### src/rtl/pdx_pkg.sv
package pdx_pkg;

    localparam int          REG_W      = 64;
    localparam int          EN_BIT     = 0;
    localparam int          SG_BIT     = 1;
    localparam logic [63:0] WIN_FIELD  = 64'h0000_0000_7FF0_0000;
    localparam logic [63:0] DIRECT_LOW = 64'h0000_0000_000F_FFFF;
    localparam logic [63:0] SG_PAGE    = 64'h0000_0000_000F_E000;
    localparam logic [63:0] SG_TB_LOW  = 64'h0000_0000_0000_03FF;
    localparam logic [63:0] SG_OFFSET  = 64'h0000_0000_0000_1FFF;

    typedef struct packed {
        logic [REG_W-1:0] base;
        logic [REG_W-1:0] mask;
        logic [REG_W-1:0] tbase;
    } win_t;

    // Direct mapping: keep bus bits selected by the mask plus the low 20 bits.
    function automatic logic [63:0] direct_map(input win_t w, input logic [63:0] bus);
        logic [63:0] keep;
        keep = (w.mask & WIN_FIELD) | DIRECT_LOW;
        return (w.tbase & ~keep) | (bus & keep);
    endfunction

    // Address of the page-table entry for a scatter-gather window.
    function automatic logic [63:0] pte_addr(input win_t w, input logic [63:0] bus);
        logic [63:0] tb_keep;
        logic [63:0] bus_keep;
        tb_keep  = ~(((w.mask & WIN_FIELD) >> 10) | SG_TB_LOW);
        bus_keep = (w.mask & WIN_FIELD) | SG_PAGE;
        return (w.tbase & tb_keep) | ((bus & bus_keep) >> 10);
    endfunction

    // Page address from a fetched entry.
    function automatic logic [63:0] sg_map(input logic [63:0] entry, input logic [63:0] bus);
        return ((entry & ~64'h1) << 12) | (bus & SG_OFFSET);
    endfunction

endpackage

### src/rtl/pdx_csr_regs.sv
module pdx_csr_regs
    import pdx_pkg::*;
#(
    parameter int NUM_WIN = 4,
    parameter int OFF_W   = 12
) (
    input  logic                     clk,
    input  logic                     rst_n,
    input  logic                     csr_valid,
    input  logic                     csr_write,
    input  logic [OFF_W-1:0]         csr_offset,
    input  logic [3:0]               csr_size,
    input  logic [REG_W-1:0]         csr_wdata,
    output logic                     csr_rsp_valid,
    output logic [REG_W-1:0]         csr_rdata,
    output logic                     csr_err,
    output win_t [NUM_WIN-1:0]       wins
);

    localparam int IDX_W   = OFF_W - 6;
    localparam int INV_IDX = 3 * NUM_WIN;

    typedef struct packed {
        win_t [NUM_WIN-1:0] win;
        logic [REG_W-1:0]   rdata;
        logic               err;
        logic               rvalid;
    } csr_state_t;

    csr_state_t       st_d, st_q;
    logic [IDX_W-1:0] idx;
    logic             found;

    assign idx = IDX_W'(csr_offset >> 6);

    always_comb begin
        st_d        = st_q;
        st_d.rvalid = csr_valid;
        st_d.rdata  = '0;
        st_d.err    = 1'b0;
        found       = 1'b0;
        if (csr_valid) begin
            if (csr_size != 4'd8) begin
                st_d.err = 1'b1;
            end else begin
                for (int i = 0; i < NUM_WIN; i++) begin
                    if (idx == IDX_W'(i)) begin
                        found = 1'b1;
                        if (csr_write) st_d.win[i].base = csr_wdata;
                        else           st_d.rdata       = st_q.win[i].base;
                    end
                    if (idx == IDX_W'(NUM_WIN + i)) begin
                        found = 1'b1;
                        if (csr_write) st_d.win[i].mask = csr_wdata;
                        else           st_d.rdata       = st_q.win[i].mask;
                    end
                    if (idx == IDX_W'(2 * NUM_WIN + i)) begin
                        found = 1'b1;
                        if (csr_write) st_d.win[i].tbase = csr_wdata;
                        else           st_d.rdata        = st_q.win[i].tbase;
                    end
                end
                if (idx == IDX_W'(INV_IDX)) found = 1'b1;
                if (!found) st_d.err = 1'b1;
            end
        end
    end

    always_ff @(posedge clk) begin
        if (!rst_n) st_q <= '0;
        else        st_q <= st_d;
    end

    assign wins          = st_q.win;
    assign csr_rdata     = st_q.rdata;
    assign csr_err       = st_q.err;
    assign csr_rsp_valid = st_q.rvalid;

    assert_bad_size_err_R3: assert property (@(posedge clk) disable iff (!rst_n)
        (csr_valid && csr_size != 4'd8) |=> csr_err);

    assert_bad_size_keep_R3: assert property (@(posedge clk) disable iff (!rst_n)
        (csr_valid && csr_write && csr_size != 4'd8) |=> $stable(wins));

    assert_inval_quiet_R4: assert property (@(posedge clk) disable iff (!rst_n)
        (csr_valid && csr_size == 4'd8 && idx == IDX_W'(INV_IDX))
        |=> (!csr_err && csr_rdata == '0 && $stable(wins)));

endmodule

### src/rtl/pdx_win_select.sv
module pdx_win_select
    import pdx_pkg::*;
#(
    parameter int NUM_WIN = 4,
    parameter int BUS_W   = 32
) (
    input  logic               clk,
    input  logic               rst_n,
    input  win_t [NUM_WIN-1:0] wins,
    input  logic [BUS_W-1:0]   bus_addr,
    output logic               hit,
    output logic               sel_sg,
    output win_t               sel_win
);

    logic [NUM_WIN-1:0] hit_vec;
    logic [REG_W-1:0]   bus64;

    assign bus64 = REG_W'(bus_addr);

    for (genvar g = 0; g < NUM_WIN; g++) begin : g_cmp
        assign hit_vec[g] = wins[g].base[EN_BIT] &&
            (((bus64 ^ wins[g].base) & ~wins[g].mask & WIN_FIELD) == '0);
    end

    // Scan from the top down so the lowest index is assigned last.
    always_comb begin
        hit     = 1'b0;
        sel_win = '0;
        for (int i = NUM_WIN - 1; i >= 0; i--) begin
            if (hit_vec[i]) begin
                hit     = 1'b1;
                sel_win = wins[i];
            end
        end
        sel_sg = hit && sel_win.base[SG_BIT];
    end

    assert_sel_enabled_R6: assert property (@(posedge clk) disable iff (!rst_n)
        hit |-> sel_win.base[EN_BIT]);

    assert_low_index_first_R6: assert property (@(posedge clk) disable iff (!rst_n)
        hit_vec[0] |-> (sel_win == wins[0]));

endmodule

### src/rtl/pci_dma_xlate.sv
module pci_dma_xlate
    import pdx_pkg::*;
#(
    parameter int NUM_WIN = 4,
    parameter int BUS_W   = 32,
    parameter int DMA_W   = 34,
    parameter int OFF_W   = 12
) (
    input  logic             clk,
    input  logic             rst_n,
    input  logic             csr_valid,
    input  logic             csr_write,
    input  logic [OFF_W-1:0] csr_offset,
    input  logic [3:0]       csr_size,
    input  logic [63:0]      csr_wdata,
    output logic             csr_rsp_valid,
    output logic [63:0]      csr_rdata,
    output logic             csr_err,
    input  logic             req_valid,
    output logic             req_ready,
    input  logic [BUS_W-1:0] req_addr,
    output logic             rsp_valid,
    output logic             rsp_hit,
    output logic [DMA_W-1:0] rsp_addr,
    output logic             mem_req_valid,
    output logic [DMA_W-1:0] mem_req_addr,
    input  logic             mem_rsp_valid,
    input  logic [63:0]      mem_rsp_data
);

    typedef enum logic [1:0] {ST_IDLE, ST_ISSUE, ST_WAIT} xl_st_e;

    typedef struct packed {
        xl_st_e           st;
        logic [BUS_W-1:0] bus;
        logic [DMA_W-1:0] pte;
        logic             rvalid;
        logic             rhit;
        logic [DMA_W-1:0] raddr;
    } xl_state_t;

    xl_state_t          xl_d, xl_q;
    win_t [NUM_WIN-1:0] wins;
    win_t               sel_win;
    logic               hit;
    logic               sel_sg;

    pdx_csr_regs #(.NUM_WIN(NUM_WIN), .OFF_W(OFF_W)) u_regs (
        .clk          (clk),
        .rst_n        (rst_n),
        .csr_valid    (csr_valid),
        .csr_write    (csr_write),
        .csr_offset   (csr_offset),
        .csr_size     (csr_size),
        .csr_wdata    (csr_wdata),
        .csr_rsp_valid(csr_rsp_valid),
        .csr_rdata    (csr_rdata),
        .csr_err      (csr_err),
        .wins         (wins)
    );

    pdx_win_select #(.NUM_WIN(NUM_WIN), .BUS_W(BUS_W)) u_sel (
        .clk     (clk),
        .rst_n   (rst_n),
        .wins    (wins),
        .bus_addr(req_addr),
        .hit     (hit),
        .sel_sg  (sel_sg),
        .sel_win (sel_win)
    );

    always_comb begin
        xl_d        = xl_q;
        xl_d.rvalid = 1'b0;
        unique case (xl_q.st)
            ST_IDLE: begin
                if (req_valid) begin
                    xl_d.bus = req_addr;
                    if (sel_sg) begin
                        xl_d.st  = ST_ISSUE;
                        xl_d.pte = DMA_W'(pte_addr(sel_win, REG_W'(req_addr)));
                    end else begin
                        xl_d.rvalid = 1'b1;
                        xl_d.rhit   = hit;
                        xl_d.raddr  = hit ? DMA_W'(direct_map(sel_win, REG_W'(req_addr))) : '0;
                    end
                end
            end
            ST_ISSUE, ST_WAIT: begin
                if (xl_q.st == ST_ISSUE) xl_d.st = ST_WAIT;
                if (mem_rsp_valid) begin
                    xl_d.st     = ST_IDLE;
                    xl_d.rvalid = 1'b1;
                    xl_d.rhit   = 1'b1;
                    xl_d.raddr  = DMA_W'(sg_map(mem_rsp_data, REG_W'(xl_q.bus)));
                end
            end
            default: xl_d.st = ST_IDLE;
        endcase
    end

    always_ff @(posedge clk) begin
        if (!rst_n) xl_q <= '{st: ST_IDLE, default: '0};
        else        xl_q <= xl_d;
    end

    assign req_ready     = (xl_q.st == ST_IDLE);
    assign mem_req_valid = (xl_q.st == ST_ISSUE);
    assign mem_req_addr  = xl_q.pte;
    assign rsp_valid     = xl_q.rvalid;
    assign rsp_hit       = xl_q.rhit;
    assign rsp_addr      = xl_q.raddr;

    assert_miss_zero_R7: assert property (@(posedge clk) disable iff (!rst_n)
        (rsp_valid && !rsp_hit) |-> (rsp_addr == '0));

    assert_direct_latency_R12: assert property (@(posedge clk) disable iff (!rst_n)
        (req_valid && req_ready && !sel_sg) |=> rsp_valid);

    assert_sg_issue_R9: assert property (@(posedge clk) disable iff (!rst_n)
        (req_valid && req_ready && sel_sg) |=> (mem_req_valid && !rsp_valid));

    assert_busy_R12: assert property (@(posedge clk) disable iff (!rst_n)
        mem_req_valid |-> !req_ready);

    assert_sg_finish_R12: assert property (@(posedge clk) disable iff (!rst_n)
        (!req_ready && mem_rsp_valid) |=> (rsp_valid && rsp_hit && req_ready));

endmodule

### config.mk
export PLATFORM = sky130hd
export DESIGN_NAME = pci_dma_xlate
export DESIGN_NICKNAME = d
export VERILOG_FILES = /design/src/rtl/pdx_pkg.sv /design/src/rtl/pdx_csr_regs.sv /design/src/rtl/pdx_win_select.sv /design/src/rtl/pci_dma_xlate.sv
export SDC_FILE = /design/constraint.sdc
export NUM_CORES = 2
export LEC_CHECK = 0
export BUFFER_PORTS_ARGS = -buffer_cell sky130_fd_sc_hd__buf_2
export CORE_AREA = 2 2 239 335
export CTS_CLUSTER_SIZE = 24
export DETAILED_ROUTE_END_ITERATION = 10
export DIE_AREA = 0 0 241 337
export GPL_ROUTABILITY_DRIVEN = 1
export GPL_TIMING_DRIVEN = 1
export HOLD_SLACK_MARGIN = 0.03
export PLACE_DENSITY = 0.8
export RECOVER_POWER = 100
export SLEW_MARGIN = 20
export SYNTH_ARGS = -nofsm -noshare
export SYNTH_HDL_FRONTEND = slang
export SYNTH_HIERARCHICAL = 1
export SYNTH_SLANG_ARGS = --single-unit
### constraint.sdc
create_clock -name clk -period 4 [get_ports clk]
set_input_delay 0.8 -clock clk [delete_from_list [all_inputs] [get_ports clk]]
set_output_delay 0.8 -clock clk [all_outputs]
set_load 0.1 [all_outputs]
==> flow_summary.yaml <==
route:
  drc_errors: 0
  totalWireLength_mm: 152.9
  wl_per_cell_microns: 24.43
  viasPerCell: 6.411
  vias: 40120
  route.met3.wl_mm: 19.69
  antenna_left: 0
  drt_iter0_drc: 5999
  drt-met1-wl_mm: 53.19
  dr.pass1.iters: 10
  top_layer: "met5"
  wl_met2_mm: 67.55
global_routing:
  grt_pass1_wl_mm: 226.5
  overflow: 0
  antenna_found_initial: 21
  grt_max_degree: 306
  grtUsageTotal: 0.3636
  grt_pass1_vias: 37900
layout:
  post-route-util: 0.5853
  synthToLayoutAreaGrowth_pct: 8.588
  final_cell_mix: "1723 x nand2_1, 916 x dfxtp_1, 758 x a21boi_0, 164 x clkbuf_1, 127 x buf_2"
  layout_commonest_cell: "nand2_1"
  layout-drive-gt1-share: 0.1003
  fin_cells: 6258
  final_cell_area_sq_um: 45920
  final_nets: 5311
placement:
  place_inst: 6090
  post-place-ws_ns: 0.2226
  place_hpwl_mm: 89.34
  place.port_buffers: 266
  place_area_sq_um: 43600
  gp_congestion: 0.9854
critical_path:
  cp_num_buf_inv: 3
  path_cells: "clkbuf_1 -> buf_4 -> or2_0 -> buf_4 -> o21a_1 -> o21ai_0 -> a211o_1"
  arrival_ns: 4.27
  worstSetupEndpointType: "flop"
  cp_common_cell: "buf_4"
  slowest_delay_ns: 1.63
  crit_required_ns: 4.55
  path_max_fanout: 20
  path_class: "in -> reg"
  cp_top_family: "simple AND/OR/NAND/NOR gates"
  cp_slowest_cell: "or2_0"
  crit_path_start_kind: "input port"
die:
  core_area_sq_um: 78460
  io_pins: 320
  row_count: 122
  die_x_microns: 241
  start_util: 0.5390
  die_h_microns: 337
  dieArea_sq_um: 81220
timing:
  finalWorstSetupSlack_ns: 0.2791
  clock_skew_ns: 0.03203
  relSlewSlack: -0.7652
  max_clock_freq_ghz: 0.2688
  period_needed_ns: 3.721
  rsz0062_at_grt: "false"
  setup_viol: 0
  finalMaxSlewViolations: 471
  hold_viol: 0
  fin_hold_ws_ns: 0.3814
  tightest_slew_ns: 2.648
  finalCritPeriodShare: 0.9302
  tns_ns: 0
clock_tree:
  cts_made_buffers: 88
  ctsHoldBuffers: 0
  cts-root-buf: "clkbuf_16"
  cts_sinks: 916
  clockBufferDepth: 3
  tritoncts: "built"
  htree_levels: 3
  clkSlewWorstSetupHoldPaths_ns: 0.06
  clk_latency_ns: 0.69
  cts_setup_buffers: 0
  cts-resized-gates: 0
run_status:
  failed_checks: "capacitance limit, slew limit"
  status: "finished, violations left"
power:
  p_comb_frac: 0.046
  swShare: 0.2338
  vdd_drop_max_v: 0.0003364
  pwr-share-seq: 0.491
  p_int_mw: 14.25
  p_per_area_nw_per_um2: 404.9
  p_clk_frac: 0.462
  total_power_mw: 18.59
  p_sw_mw: 4.347
  leakage_nw: 14.58
min_path:
  min_path_type: "in -> reg"
logic_synthesis:
  syn_area_sq_um: 42290
  ys_warn_count: 6
  synth_cells: 5223
  synth_area_per_cell_sq_um: 8.097
run:
  drv_cap: 5
-- flip-flops by register name, summed over array words and instances, names as in the netlist --
register / flops
u_regs/csr_rsp_valid: 1
rsp_hit: 1
u_regs/csr_err: 1
xl_q: 15
u_regs/csr_rdata: 64
mem_req_addr: 31
u_regs/wins: 768
rsp_addr: 34
rsp_valid: 1
-- tightest hold or removal path, stage by stage --
cell and delay, ns:
buf_2 0.11, nand2_1 0.05, a21oi_1 0.05
-- metal layers --
| layer | global-route usage | up-vias |
|---|---|---|
| met3 | 0.09505 | 886 |
| met4 | 0.2685 | 26 |
| met2 | 0.5679 | 3015 |
| met5 | 0 | - |
| li1 | - | 17500 |
| met1 | 0.4288 | 18690 |
-- layout make-up --
class	count	area, sq um
Fill cell	6975	32540
Multi-Input combinational cell	3640	20620
Sequential cell	916	18340
Clock buffer	123	2505
Timing Repair Buffer	403	2409
Tap cell	1054	1319
Clock inverter	36	420.4
Inverter	77	289.0
Antenna cell	9	22.52
-- worst paths after layout --
path	end	cells after the start	from	slack, ns
min reg2reg	xl_q[74]	2	xl_q[74]	0.45
max reg2reg	mem_req_addr[24]	12	u_regs/wins[152]	0.60
max	u_regs/csr_rdata[13]	7	csr_offset[6]	0.28
min	mem_req_addr[3]	3	req_addr[13]	0.38
-- power by group through the flow --
stage | sequential [mW] | combinational (mW) | clock, mW
final | 9.13 | 0.862 | 8.60
after global routing | 9.13 | 0.887 | 9.00
after CTS | 9.13 | 0.835 | 8.61
after detailed placement | 9.34 | 0.831 | 0
after global placement | 9.34 | 0.830 | 0
after floorplan | 9.35 | 0.524 | 0
No activity file was read; power rests on OpenSTA's default activity.
